<file path="src/rtl/led_sel_pkg.sv">
package led_sel_pkg;
  localparam int LVL_W = 4;
  localparam int REG_W = 8;
  localparam int BANKS = 2;

  typedef enum logic [2:0] {
    MODE_OFF_A  = 3'b000,
    MODE_OFF_B  = 3'b001,
    MODE_PEAK0  = 3'b010,
    MODE_PEAK1  = 3'b011,
    MODE_SINK   = 3'b100,
    MODE_MASTER = 3'b101,
    MODE_WAVE0  = 3'b110,
    MODE_WAVE1  = 3'b111
  } ledMode_e;

  typedef struct packed {
    logic [2:0]       wrSel;
    logic [BANKS-1:0] shotOn;
    logic [BANKS-1:0] shotOff;
    logic [LVL_W-1:0] slot;
  } selStrobe_t;
endpackage

</file>
<file path="src/rtl/led_sel_ctrl.sv">
module led_sel_ctrl
  import led_sel_pkg::*;
#(
  parameter int SLOT_CLKS = 4
) (
  input  logic             clk,
  input  logic             rst_n,
  input  logic             regWrEn,
  input  logic [1:0]       regWrSel,
  input  logic [BANKS-1:0] shotDone,
  input  logic [BANKS-1:0] shotFinalOn,
  output selStrobe_t       strb
);
  localparam int LEVELS = (1 << LVL_W) - 1;
  localparam int PW     = (SLOT_CLKS > 1) ? $clog2(SLOT_CLKS) : 1;

  logic [PW-1:0]    preCnt;
  logic [LVL_W-1:0] slotCnt;

  always_ff @(posedge clk) begin
    if (!rst_n) begin
      preCnt  <= '0;
      slotCnt <= '0;
    end else if (preCnt == PW'(SLOT_CLKS - 1)) begin
      preCnt  <= '0;
      slotCnt <= (slotCnt == LVL_W'(LEVELS - 1)) ? '0 : slotCnt + 1'b1;
    end else begin
      preCnt <= preCnt + 1'b1;
    end
  end

  always_comb begin
    strb.wrSel = 3'b000;
    if (regWrEn) begin
      case (regWrSel)
        2'd0:    strb.wrSel = 3'b001;
        2'd1:    strb.wrSel = 3'b010;
        2'd2:    strb.wrSel = 3'b100;
        default: strb.wrSel = 3'b000;
      endcase
    end
    strb.shotOn  = shotDone & shotFinalOn;
    strb.shotOff = shotDone & ~shotFinalOn;
    strb.slot    = slotCnt;
  end
endmodule

</file>
<file path="src/rtl/led_sel_dp.sv">
module led_sel_dp
  import led_sel_pkg::*;
#(
  parameter int NUM_OUT = 7
) (
  input  logic               clk,
  input  logic               rst_n,
  input  selStrobe_t         strb,
  input  logic [NUM_OUT-1:0] wrData,
  input  logic [7:0]         peakLevels,
  input  logic [5:0]         mstrCfg,
  input  logic [BANKS-1:0]   bankWave,
  output logic [NUM_OUT-1:0] sinkQ,
  output logic [REG_W-1:0]   sel0Q,
  output logic [REG_W-1:0]   sel1Q,
  output logic [REG_W-1:0]   sel2Q
);
  logic [NUM_OUT-1:0] s0, s1, s2;
  logic [NUM_OUT-1:0] n0, n1, n2;
  logic [NUM_OUT-1:0] sinkNext;
  logic [LVL_W-1:0]   peak0, peak1, mstrLvl;
  logic               on0, on1, onM;

  assign mstrLvl = mstrCfg[3:0];
  assign peak0   = mstrCfg[4] ? mstrLvl : peakLevels[3:0];
  assign peak1   = mstrCfg[5] ? mstrLvl : peakLevels[7:4];
  assign on0     = strb.slot < peak0;
  assign on1     = strb.slot < peak1;
  assign onM     = strb.slot < mstrLvl;

  always_comb begin
    n0 = s0;
    n1 = s1;
    n2 = s2;
    for (int i = 0; i < NUM_OUT; i++) begin
      if (s2[i] && s1[i]) begin
        if (strb.shotOn[s0[i]]) begin
          n2[i] = 1'b0;
          n1[i] = 1'b1;
        end else if (strb.shotOff[s0[i]]) begin
          n2[i] = 1'b0;
          n1[i] = 1'b0;
        end
      end
    end
    if (strb.wrSel[0]) n0 = wrData;
    if (strb.wrSel[1]) n1 = wrData;
    if (strb.wrSel[2]) n2 = wrData;
  end

  always_ff @(posedge clk) begin
    if (!rst_n) begin
      s0 <= '0;
      s1 <= '0;
      s2 <= '0;
    end else begin
      s0 <= n0;
      s1 <= n1;
      s2 <= n2;
    end
  end

  always_comb begin
    for (int i = 0; i < NUM_OUT; i++) begin
      case (ledMode_e'({s2[i], s1[i], s0[i]}))
        MODE_OFF_A, MODE_OFF_B: sinkNext[i] = 1'b0;
        MODE_PEAK0:             sinkNext[i] = on0;
        MODE_PEAK1:             sinkNext[i] = on1;
        MODE_SINK:              sinkNext[i] = 1'b1;
        MODE_MASTER:            sinkNext[i] = onM;
        MODE_WAVE0:             sinkNext[i] = bankWave[0];
        default:                sinkNext[i] = bankWave[1];
      endcase
    end
  end

  always_ff @(posedge clk) begin
    if (!rst_n) sinkQ <= '0;
    else        sinkQ <= sinkNext;
  end

  assign sel0Q = {{(REG_W-NUM_OUT){1'b0}}, s0};
  assign sel1Q = {{(REG_W-NUM_OUT){1'b0}}, s1};
  assign sel2Q = {{(REG_W-NUM_OUT){1'b0}}, s2};
endmodule

</file>
<file path="src/rtl/led_mode_sel.sv">
module led_mode_sel
  import led_sel_pkg::*;
#(
  parameter int NUM_OUT   = 7,
  parameter int SLOT_CLKS = 4
) (
  input  logic               clk,
  input  logic               rst_n,
  input  logic               regWrEn,
  input  logic [1:0]         regWrSel,
  input  logic [NUM_OUT-1:0] regWrData,
  input  logic [7:0]         peakLevels,
  input  logic [5:0]         mstrCfg,
  input  logic [1:0]         bankWave,
  input  logic [1:0]         shotDone,
  input  logic [1:0]         shotFinalOn,
  output logic [NUM_OUT-1:0] ledSink,
  output logic [REG_W-1:0]   selQ0,
  output logic [REG_W-1:0]   selQ1,
  output logic [REG_W-1:0]   selQ2
);
  selStrobe_t strb;

  led_sel_ctrl #(.SLOT_CLKS(SLOT_CLKS)) u_ctrl (
    .clk(clk), .rst_n(rst_n), .regWrEn(regWrEn), .regWrSel(regWrSel),
    .shotDone(shotDone), .shotFinalOn(shotFinalOn), .strb(strb)
  );

  led_sel_dp #(.NUM_OUT(NUM_OUT)) u_dp (
    .clk(clk), .rst_n(rst_n), .strb(strb), .wrData(regWrData),
    .peakLevels(peakLevels), .mstrCfg(mstrCfg), .bankWave(bankWave),
    .sinkQ(ledSink), .sel0Q(selQ0), .sel1Q(selQ1), .sel2Q(selQ2)
  );
endmodule

</file>
<file path="config.mk">
export PLATFORM = sky130hd
export DESIGN_NAME = led_mode_sel
export DESIGN_NICKNAME = d
export VERILOG_FILES = /design/src/rtl/led_sel_pkg.sv /design/src/rtl/led_sel_ctrl.sv /design/src/rtl/led_sel_dp.sv /design/src/rtl/led_mode_sel.sv
export SDC_FILE = /design/constraint.sdc
export NUM_CORES = 1
export LEC_CHECK = 0
export BUFFER_PORTS_ARGS = -buffer_cell sky130_fd_sc_hd__buf_2
export CORE_ASPECT_RATIO = 1.4
export CORE_MARGIN = 2
export CORE_UTILIZATION = 45
export CTS_CLUSTER_DIAMETER = 40
export DETAILED_ROUTE_END_ITERATION = 10
export PLACE_DENSITY_LB_ADDON = 0.1
export SETUP_SLACK_MARGIN = 0.05
export SLEW_MARGIN = 10
export SYNTH_ARGS = -nofsm -noshare
export SYNTH_HDL_FRONTEND = slang
export SYNTH_HIERARCHICAL = 1
export SYNTH_SLANG_ARGS = --single-unit
</file>
<file path="constraint.sdc">
create_clock -name clk -period 1.8 [get_ports clk]
set_input_delay 0.36 -clock clk [delete_from_list [all_inputs] [get_ports clk]]
set_output_delay 0.36 -clock clk [all_outputs]
set_load 0.1 [all_outputs]
</file>
==> results.env, run 1 <==
SWITCHING_SHARE=0.320
P_CLK_FRAC=0.347
POST_LAYOUT_NONFILLER_INSTANCES=386
RRSETUPSLACK_PS=40
TOTALWIRELENGTH_UM=5670
WORST_R2R_ENDPOINT='u_dp/sinkQ[4]'
CLOCK_TREE.BUFFER_DEPTH=2
N_ANTENNA_CELL=0
TOTAL_AREA_OF_MULTI_INPUT_COMBINATIONAL_CELLS_UM2=1400
PATH_BUF_INV=1
CRITPATHSLOWESTCELL='sky130_fd_sc_hd__or4_4'
GRT_SETUP_UNREPAIRED='true'
COUNT_OF_MAPPED_CELLS_OUT_OF_SYNTHESIS=257
WHS_PS=335
CP_MAX_FO=7
FINISH.UTILIZATION=0.569
GRT_PASS1_VIAS=1887
TIMING.FINAL.MAX_SLEW_VIOLATIONS=0
FIRST_PASS_ITERS=5
SYNTH_TOP_AREA_FRAC=0.300
WIRE_PER_INST_UM=14.7
DIE_H_UM=88.1
CLKSLEWWORSTSETUPHOLDPATHS_PS=70
GRT_ANTENNA_BEFORE_REPAIR=0
CRITICAL_PATH_ARRIVAL_PS=1980
CELL_AREA_SYNTH_UM2=2270
FIN_WORST_SKEW_PS=7.28
DESIGN.CORE.AREA_UM2=4840
AVGVIACOUNTPERCELL=5.36
TIMING_HOLD_VIOLATIONS_FINAL=0
TIMING.SLEW.HEADROOM=0.649
WORSTREGTOREGCELLS=5
ANT_NETS=0
SYN-MEAN-INSTANCE-AREA_UM2=8.84
FILLCELLCOUNT=481
CTS.ROOT.BUFFER_CELL='sky130_fd_sc_hd__clkbuf_8'
POWER-PER-CELL-AREA_nW_PER_UM2=720
POST-PLACE-CELLS=377
TRACK_USAGE=0.201
TIMING.CRITICAL_PATH.FROM_TYPE='primary input'
GR-TOTAL-OVERFLOW=0
CTS-HOLD-FIX-BUFFERS=0
CRITICAL_PATH_DEPTH_IN_CELLS=7
CRIT_PATH_END_KIND='register'
PLACE.PORT_BUFFERS=59
YOSYSTOPAREACELL='sky130_fd_sc_hd__dfxtp_1'
CLK_LATENCY_PS=280
PEAKVDDDROP_uV=413
CRITICAL_PATH.MAX_STAGE_DELAY_PS=550
MAXCAPVIOLATIONS=0
SYNTH_FF_TYPE='sky130_fd_sc_hd__dfxtp_1'
P_LEAK_nW=1.14
MAX_SLEW.WORST_PIN.SLEW_PS=527
ROUTE.DETAILED.DRC=0
CP.REQUIRED_PS=2000
LARGEST_NET_DEGREE_AT_THE_START_OF_GLOBAL_ROUTING=22
CRITICAL_PATH.ENDPOINT='u_dp/sinkQ[4]'
INTERNAL_POWER_mW=1.35
ROUTABILITYCONGESTION=0.765
HTREEDEPTH=2
YOSYSSEQAREASHARE=0.300
MIN_PATH_TYPE='in -> reg'
WIRE_LENGTH_OF_THE_FIRST_GLOBAL_ROUTING_PASS_UM=8860
FINALWORSTPATHREQUIREDPERIOD_PS=1780
DPL.HPWL_UM=4120
POWER.SHARE.COMBINATIONAL=0.242
RUN_STATUS='finished clean'
SYNTHARSTFLOPSHARE=0
FIN_TOTAL_PWR_mW=1.98
FMAX_MHz=563
YS_TYPES=39
CLOCK_SINKS=34
CRIT_PATH_CELL_TRACE='buf_6 > mux2i_2 > ha_4 > or4_4 > a31oi_4 > mux2i_1 > o22ai_1'
ROWS=30
DRT_ITER0_MARKERS=96
FP.DIEAREA_UM2=5640
CTS_TREE='yes'
FINAL_NET_COUNT=363
VIA_COUNT=2068
CRIT_PATH_START='mstrCfg[4]'
START_UTIL=0.469
CTS_BUFFERS=5
SYNTHTOLAYOUTAREAGROWTH_PCT=21.3
SETUP-VIOLATIONS-FINAL=0
PWR-SHARE-SEQ=0.412
CRITPATHTOPFAMILY='simple AND/OR/NAND/NOR gates'
FINAL_PERIOD_UTIL=0.987
YOSYS_WARNINGS=6
SEQCELLAREA_UM2=689
DRIVE_GT1_FRAC=0.301
DESIGN.PORTCOUNT=63
POSTSYNTHREGISTERBITS=34
POST_SYNTH_MAIN_AREA_CONTRIBUTORS='sky130_fd_sc_hd__dfxtp_1 30%, sky130_fd_sc_hd__mux2i_1 13%, sky130_fd_sc_hd__nand2_1 5.6%'
REPORTED_NET_SWITCHING_POWER_mW=0.634
DIE_WIDTH_UM=64.0
CRITICAL_PATH_CLASS='in -> reg'
NUMBER_OF_SYNTHESIZED_FLOPS_WITH_AN_ENABLE_PIN=0
RR_STARTPOINT='u_ctrl/slotCnt[2]'
final cells by class:
class                   count  share of cell area
multi-input cells         192               0.507
repair buffers             75               0.158
clock inverters             1              0.0109
flip-flops and latches     34               0.250
clock buffers               7              0.0277
inverters                  13              0.0177
well taps                  64              0.0291
registers in the layout, summed over array words and instances, names as in the netlist:
name            count
u_ctrl/preCnt       2
u_ctrl/slotCnt      4
u_dp/s1             7
u_dp/s0             7
u_dp/s2             7
u_dp/sinkQ          7
power groups by stage:
| stage | clock network, mW | registers, mW | logic (mW) |
|---|---|---|---|
| floorplan | 0 | 0.976 | 0.219 |
| global placement | 0 | 0.833 | 0.468 |
| detailed placement | 0 | 0.833 | 0.473 |
| CTS | 0.707 | 0.816 | 0.474 |
| global route | 0.744 | 0.821 | 0.512 |
| finish | 0.687 | 0.816 | 0.479 |
how the worst min path moves through the flow:
| stage | start | to | slack [ps] | depth (start not counted) |
|---|---|---|---|---|
| after global routing | regWrData[0] | u_dp/s2[0] | 340 | 3 |
| final | regWrData[2] | u_dp/s1[2] | 330 | 3 |
| after detailed placement | u_ctrl/preCnt[0] | u_ctrl/preCnt[0] | 420 | 1 |
| after global placement | u_ctrl/preCnt[0] | u_ctrl/preCnt[0] | 420 | 1 |
| after floorplan | u_ctrl/preCnt[0] | u_ctrl/preCnt[0] | 400 | 1 |
| after CTS | regWrData[2] | u_dp/s1[2] | 330 | 3 |
logic make-up after synthesis:
group	after synthesis	share of synthesized area
muxes	31	0.137
xor gates and xnor gates	1	0.00386
buffers and inverters	33	0.0986
AOI/OAI and AO/OA	56	0.183
and+or+nand+nor	91	0.220
other	1	0.00165
DFF	34	0.300
adders and majority gates	10	0.0551
layer usage:
| metal | vias up | track usage | part of all wire |
|---|---|---|---|
| met5 | - | 0 | 0 |
| met1 | 967 | 0.228 | 0.42 |
| li1 | 1032 | - | - |
| met2 | 63 | 0.369 | 0.51 |
| met4 | 0 | 0.0692 | 0.015 |
| met3 | 6 | 0.0450 | 0.055 |
cell usage after synthesis (2+ instances only):
cell,count
sky130_fd_sc_hd__and3_1,2
sky130_fd_sc_hd__o211ai_1,7
sky130_fd_sc_hd__nor2b_1,10
sky130_fd_sc_hd__and3b_1,2
sky130_fd_sc_hd__a21boi_1,3
sky130_fd_sc_hd__mux2i_1,30
sky130_fd_sc_hd__nor2_1,5
sky130_fd_sc_hd__buf_4,4
sky130_fd_sc_hd__ha_1,10
sky130_fd_sc_hd__a21boi_0,12
sky130_fd_sc_hd__nand3b_1,11
sky130_fd_sc_hd__nand3_1,9
sky130_fd_sc_hd__inv_1,13
sky130_fd_sc_hd__o21ai_0,7
sky130_fd_sc_hd__a311o_1,2
sky130_fd_sc_hd__clkbuf_8,4
sky130_fd_sc_hd__dfxtp_1,34
sky130_fd_sc_hd__nand2b_1,2
sky130_fd_sc_hd__nand2_1,34
sky130_fd_sc_hd__a21oi_1,6
sky130_fd_sc_hd__and2_1,2
sky130_fd_sc_hd__clkbuf_1,6
sky130_fd_sc_hd__o22ai_1,7
sky130_fd_sc_hd__nor3b_1,9
sky130_fd_sc_hd__a211o_1,7
sky130_fd_sc_hd__buf_6,6
stage by stage:
step,cell area (um2),setup slack (ps),setup TNS [ps]
finish,2750,23.3,0
global route,2750,-5.10,-5.10
global placement,2620,-152,-981
floorplan,2290,-28.2,-106
CTS,2720,51.6,0
detailed placement,2620,-230,-1360
worst min-delay path, cell delays in order:
cell	delay (ps)
sky130_fd_sc_hd__buf_2	110
sky130_fd_sc_hd__nand2_1	50
sky130_fd_sc_hd__a21boi_1	50
layout by cell type, fill, tap and decap left out, drive strengths merged, types with 9 or more instances in the layout:
cell type and count:
dfxtp 34, mux2i 30, nor2b 10, nand3 9
nand2 34, nor3b 9, buf 75, a21boi 16
inv 13, ha 10, nand3b 11
timing repair:
action                     in CTS  in global routing
setup buffers                   0                  1
gates resized for setup         0                  8
setup endpoints to repair       0                  7
(Power assumes the default switching activity.)
==> run 2, diff against run 1 <==
Settings changed: ABC_AREA from default to 1, SETUP_SLACK_MARGIN 0.05 to default, SLEW_MARGIN 10 to 25.
==> run 2 against run 1 <==
Against the previous run:
- global-route usage rose by 2.9 points
- worst hold slack got worse by 2.7 ps
- wire length rose by 8.0%
- cell count rose by 29%
- non-clock buffer count fell by 10
- flip-flop and latch count did not move
- synthesized cell count rose by 43%
- largest power group unchanged
==> results.env, run 2 <==
RUN_STATUS='finished clean'
CRIT_PATH_CELL_TRACE='buf_2'
SYNTHTOLAYOUTAREAGROWTH_PCT=21.8
NUMBER_OF_SYNTHESIZED_FLOPS_WITH_AN_ENABLE_PIN=0
CTS_TREE='yes'
CLKSLEWWORSTSETUPHOLDPATHS_PS=70
ANT_NETS=0
P_CLK_FRAC=0.325
YOSYS_WARNINGS=6
TIMING.SETUP.TNS_PS=0
WHS_PS=332
ROWS=30
TOTALWIRELENGTH_UM=6120
YOSYSTOPAREACELL='sky130_fd_sc_hd__dfxtp_1'
POWER.SHARE.COMBINATIONAL=0.275
DPL.HPWL_UM=4520
WIRE_PER_INST_UM=12.3
CP_MAX_FO=8
SYNTHARSTFLOPSHARE=0
DESIGN.PORTCOUNT=63
HTREEDEPTH=2
CRITPATHSLOWESTCELL='sky130_fd_sc_hd__buf_2'
AVGVIACOUNTPERCELL=5.13
COUNT_OF_MAPPED_CELLS_OUT_OF_SYNTHESIS=367
TRACK_USAGE=0.230
GRT_ANTENNA_BEFORE_REPAIR=0
FINAL_COMMON_CELL='sky130_fd_sc_hd__nand2_1'
ROUTE.DETAILED.DRC=0
FILLCELLCOUNT=539
DRIVE_GT1_FRAC=0.214
POST_SYNTH_MAIN_AREA_CONTRIBUTORS='sky130_fd_sc_hd__dfxtp_1 30%, sky130_fd_sc_hd__nand2_1 12%, sky130_fd_sc_hd__a21oi_1 8.6%'
MAXCAPVIOLATIONS=0
YS_TOP_CELLS_BY_COUNT='71 x sky130_fd_sc_hd__nand2_1, 48 x sky130_fd_sc_hd__nor2_1, 39 x sky130_fd_sc_hd__a21oi_1, 37 x sky130_fd_sc_hd__nand3_1, 36 x sky130_fd_sc_hd__o21ai_0'
MIN_PATH_TYPE='in -> reg'
PEAKVDDDROP_uV=581
SETUP-VIOLATIONS-FINAL=0
FINAL_NET_COUNT=475
REPORTED_NET_SWITCHING_POWER_mW=0.773
FMAX_MHz=633
PRE_CTS_WS_PS=96.6
CTS-HOLD-FIX-BUFFERS=0
GRT_PASS1_VIAS=2286
YS_TYPES=23
POST-CTS-SETUP-BUFFERS=0
FIN_WS_PS=220
CRITICAL_PATH_ARRIVAL_PS=1220
CLK_LATENCY_PS=290
PLACE.PORT_BUFFERS=59
ROUTABILITYCONGESTION=0.905
INTERNAL_POWER_mW=1.31
SYNTH_TOP_AREA_FRAC=0.299
DIE_WIDTH_UM=64.1
SYNTH_FF_TYPE='sky130_fd_sc_hd__dfxtp_1'
POWER-PER-CELL-AREA_nW_PER_UM2=750
CLOCK_SINKS=34
SEQCELLAREA_UM2=681
N_ANTENNA_CELL=0
TIMING.CRITICAL_PATH.FROM_TYPE='register'
TIMING_HOLD_VIOLATIONS_FINAL=0
FINAL_PERIOD_UTIL=0.878
GR-TOTAL-OVERFLOW=0
CRITPATHTOPFAMILY='buffers and inverters'
MIN_FROM='regWrData[0]'
CRIT_PATH_START='u_dp/s0[3]'
P_LEAK_nW=1.31
CRIT_PATH_END_KIND='primary output'
WIRE_LENGTH_OF_THE_FIRST_GLOBAL_ROUTING_PASS_UM=10200
SYNTH_MOST_COMMON_CELL='sky130_fd_sc_hd__nand2_1'
FINALWORSTPATHREQUIREDPERIOD_PS=1580
FIRST_PASS_ITERS=4
CTS.ROOT.BUFFER_CELL='sky130_fd_sc_hd__clkbuf_8'
PWR-SHARE-SEQ=0.401
CELL_AREA_SYNTH_UM2=2280
CLOCK_TREE.BUFFER_DEPTH=2
CP.REQUIRED_PS=1440
SYN-MEAN-INSTANCE-AREA_UM2=6.21
RR_STARTPOINT='u_ctrl/slotCnt[1]'
FP.DIEAREA_UM2=5660
CRITICAL_PATH.MAX_STAGE_DELAY_PS=480
TIMING.FINAL.MAX_SLEW_VIOLATIONS=0
MOST-COMMON-LAYOUT-CELLS='71 x sky130_fd_sc_hd__nand2_1, 59 x sky130_fd_sc_hd__buf_2, 48 x sky130_fd_sc_hd__nor2_1'
START_UTIL=0.467
GRT_SETUP_UNREPAIRED='false'
TOTAL_AREA_OF_MULTI_INPUT_COMBINATIONAL_CELLS_UM2=1390
TIMING.SLEW.HEADROOM=0.665
VIA_COUNT=2553
DRT_ITER0_MARKERS=93
SWITCHING_SHARE=0.372
PATH_BUF_INV=1
DESIGN.CORE.AREA_UM2=4880
FIN_WORST_SKEW_PS=5.30
LARGEST_NET_DEGREE_AT_THE_START_OF_GLOBAL_ROUTING=31
YOSYSSEQAREASHARE=0.299
POSTSYNTHREGISTERBITS=34
POST_CTS_RESIZE_COUNT=0
CTS_BUFFERS=5
MAX_SLEW.WORST_PIN.SLEW_PS=502
CRITICAL_PATH_CLASS='reg -> out'
DIE_H_UM=88.2
run 2: cell types whose count changed after synthesis, moves of 22 or more:
cell and change:
sky130_fd_sc_hd__o21ai_0 +29, sky130_fd_sc_hd__a21oi_1 +33, sky130_fd_sc_hd__nor2_1 +43, sky130_fd_sc_hd__nand3_1 +28, sky130_fd_sc_hd__mux2i_1 -30, sky130_fd_sc_hd__nand2_1 +37, sky130_fd_sc_hd__inv_1 +22
run 2: kinds of logic after synthesis:
logic type | after synthesis | synth area share
simple gates | 172 | 0.317
compound gates | 95 | 0.232
buf+inv | 55 | 0.0956
flops | 34 | 0.299
fa+ha+maj | 10 | 0.0549
other cells | 1 | 0.00165
run 2: per-stage QoR:
stage,util,cell area [um2],power (mW),std cells
finish,0.569,2780,2.08,498
global route,0.569,2780,2.18,498
CTS,0.569,2780,2.10,498
floorplan,-,2290,1.29,369
detailed placement,0.546,2670,1.42,490
global placement,0.546,2670,1.42,490
run 2: final cells by class:
cell class,instances,share of cell area
Clock buffer,8,0.0397
Inverter,47,0.0636
Multi-Input combinational cell,280,0.500
Sequential cell,34,0.245
Tap cell,64,0.0289
Timing Repair Buffer,65,0.123
run 2: per-layer routing:
layer,up-vias,wire (um),global-route usage
met3,7,328,0.0334
met1,1129,2590,0.270
li1,1340,-,-
met5,-,0,0
met2,77,3140,0.429
met4,0,64,0.0716
run 2: path summary, 6_finish.rpt:
path	slack, ps	endpoint	cells after the start
worst min register to register	420	u_ctrl/preCnt[0]	1
worst max register to register	350	u_dp/sinkQ[2]	8
worst max-delay path	220	selQ0[3]	1
worst min-delay path	330	u_dp/s2[0]	3
run 2: power by group through the flow:
stage | clock network [mW] | logic [mW] | registers, mW
final | 0.675 | 0.571 | 0.833
after global routing | 0.721 | 0.622 | 0.840
after CTS | 0.689 | 0.573 | 0.834
after detailed placement | 0 | 0.572 | 0.851
after global placement | 0 | 0.566 | 0.851
after floorplan | 0 | 0.222 | 1.07
run 2: worst register-to-register path, stage by stage, from the launching register on:
cell	delay [ps]
sky130_fd_sc_hd__dfxtp_1	330
sky130_fd_sc_hd__ha_1	270
sky130_fd_sc_hd__o21ai_1	50
sky130_fd_sc_hd__nand2_1	60
sky130_fd_sc_hd__nand3_1	250
sky130_fd_sc_hd__nand3_1	160
sky130_fd_sc_hd__nand3_1	80
sky130_fd_sc_hd__nor2_1	90
sky130_fd_sc_hd__nor2_1	50
==> run 3, diff against run 2 <==
Settings changed: CORE_MARGIN 2 to 4.
Clock period 1.8 ns to 1.95 ns, I/O delays scaled along.
==> run 3 against run 2 <==
Against the previous run:
- final area is 1.2% lower
- clock skew is 1.0 ps higher
- via count is 0.55% lower
- non-clock buffer count is 2 lower
- critical path depth stayed put
- worst setup slack better by 120 ps
- power is 11% lower
- global-route usage is 1.8 points lower
- die area is 11% higher
- worst hold slack better by 25 ps
- critical path type unchanged
- largest power group unchanged
- highest routed layer unchanged
==> results.env, run 3 (synthesized netlist as in run 2, its figures left out) <==
RUN_STATUS='finished clean'
P_LEAK_nW=1.29
PATH_BUF_INV=1
PRE_CTS_WS_PS=182
DPL.HPWL_UM=4680
DIE_WIDTH_UM=68.1
START_UTIL=0.467
WIRE_LENGTH_OF_THE_FIRST_GLOBAL_ROUTING_PASS_UM=10200
ROUTE.DETAILED.DRC=0
CLKSLEWWORSTSETUPHOLDPATHS_PS=70
CRITICAL_PATH_DEPTH_IN_CELLS=1
POWER-PER-CELL-AREA_nW_PER_UM2=672
DESIGN.PORTCOUNT=63
AVGVIACOUNTPERCELL=5.12
TIMING_HOLD_VIOLATIONS_FINAL=0
POST_CTS_RESIZE_COUNT=0
DESIGN.CORE.AREA_UM2=4880
TIMING.FINAL.MAX_SLEW_VIOLATIONS=0
CTS.ROOT.BUFFER_CELL='sky130_fd_sc_hd__clkbuf_8'
RR_STARTPOINT='u_ctrl/slotCnt[1]'
TOTALWIRELENGTH_UM=6360
FIN_WS_PS=342
FINALWORSTPATHREQUIREDPERIOD_PS=1610
FINAL_NET_COUNT=473
FP.DIEAREA_UM2=6280
DIE_H_UM=92.2
FINAL_COMMON_CELL='sky130_fd_sc_hd__nand2_1'
GRT_ANTENNA_BEFORE_REPAIR=0
TIMING.CRITICAL_PATH.FROM_TYPE='register'
MIN_PATH_TYPE='in -> reg'
ROUTABILITYCONGESTION=0.849
TIMING.SETUP.TNS_PS=0
PEAKVDDDROP_uV=399
CTS-HOLD-FIX-BUFFERS=0
HTREEDEPTH=2
SETUP-VIOLATIONS-FINAL=0
CRITPATHTOPFAMILY='buffers and inverters'
CTS_TREE='yes'
FINISH.UTILIZATION=0.562
GRT_SETUP_UNREPAIRED='false'
DRIVE_GT1_FRAC=0.208
ROWS=30
CRITICAL_PATH.MAX_STAGE_DELAY_PS=480
ANT_NETS=0
FIN_WORST_SKEW_PS=6.30
MIN_FROM='regWrData[5]'
CRITICAL_PATH_CLASS='reg -> out'
CRIT_PATH_END_KIND='primary output'
WORST_HOLD_PATH.NUM_CELLS=3
CLOCK_SINKS=34
CRITPATHSLOWESTCELL='sky130_fd_sc_hd__buf_2'
MOST-COMMON-LAYOUT-CELLS='71 x sky130_fd_sc_hd__nand2_1, 59 x sky130_fd_sc_hd__buf_2, 48 x sky130_fd_sc_hd__nor2_1'
CRITICAL_PATH_ARRIVAL_PS=1220
WORSTREGTOREGCELLS=8
TOTAL_AREA_OF_MULTI_INPUT_COMBINATIONAL_CELLS_UM2=1390
CRIT_PATH_START='u_dp/s1[4]'
N_ANTENNA_CELL=0
MAXCAPVIOLATIONS=0
SYNTHTOLAYOUTAREAGROWTH_PCT=20.3
FIRST_PASS_ITERS=4
CTS_BUFFERS=5
FMAX_MHz=622
VIA_COUNT=2539
CP_MAX_FO=8
LARGEST_NET_DEGREE_AT_THE_START_OF_GLOBAL_ROUTING=31
POST-CTS-SETUP-BUFFERS=0
CP.REQUIRED_PS=1560
GR-TOTAL-OVERFLOW=0
FINAL_PERIOD_UTIL=0.825
TRACK_USAGE=0.212
DRT_ITER0_MARKERS=70
WIRE_PER_INST_UM=12.8
CLOCK_TREE.BUFFER_DEPTH=2
CLK_LATENCY_PS=280
PLACE.PORT_BUFFERS=59
SEQCELLAREA_UM2=681
GRT_PASS1_VIAS=2342
CRIT_PATH_CELL_TRACE='buf_2'
FILLCELLCOUNT=536
[run 3: final cells by class]
type,instances,share of cell area
Sequential cell,34,0.248
Clock inverter,1,0.00183
Timing Repair Buffer,63,0.119
Inverter,47,0.0644
Clock buffer,7,0.0315
Tap cell,64,0.0292
Multi-Input combinational cell,280,0.506
[run 3: final timing paths]
kind | to | slack, ps
worst max-delay path | selQ1[4] | 340
worst min-delay path | u_dp/s2[5] | 360
worst max register to register | u_dp/sinkQ[4] | 450
worst min register to register | u_ctrl/preCnt[0] | 420
[run 3: layer usage]
| layer | wire length [um] | up-vias | track usage |
|---|---|---|---|
| met5 | 0 | - | 0 |
| met4 | 108 | 0 | 0.0995 |
| met3 | 493 | 9 | 0.0404 |
| met2 | 3240 | 81 | 0.363 |
| met1 | 2520 | 1112 | 0.243 |
| li1 | - | 1337 | - |
[run 3: stage by stage]
step	total power [mW]	hold slack, ps	cell area (um2)	std cells
after floorplan	1.19	397	2290	369
after global placement	1.31	408	2650	488
after detailed placement	1.31	421	2650	488
after CTS	1.85	355	2740	496
after global routing	1.94	374	2740	496
final	1.84	357	2740	496
[run 3: report_power, final]
part	switching [mW]	total, mW	leakage, nW	internal [mW]
sequential	0.0392	0.770	0.278	0.731
combinational	0.410	0.527	0.967	0.117
clock	0.259	0.544	0.0482	0.285
total	0.708	1.84	1.29	1.13
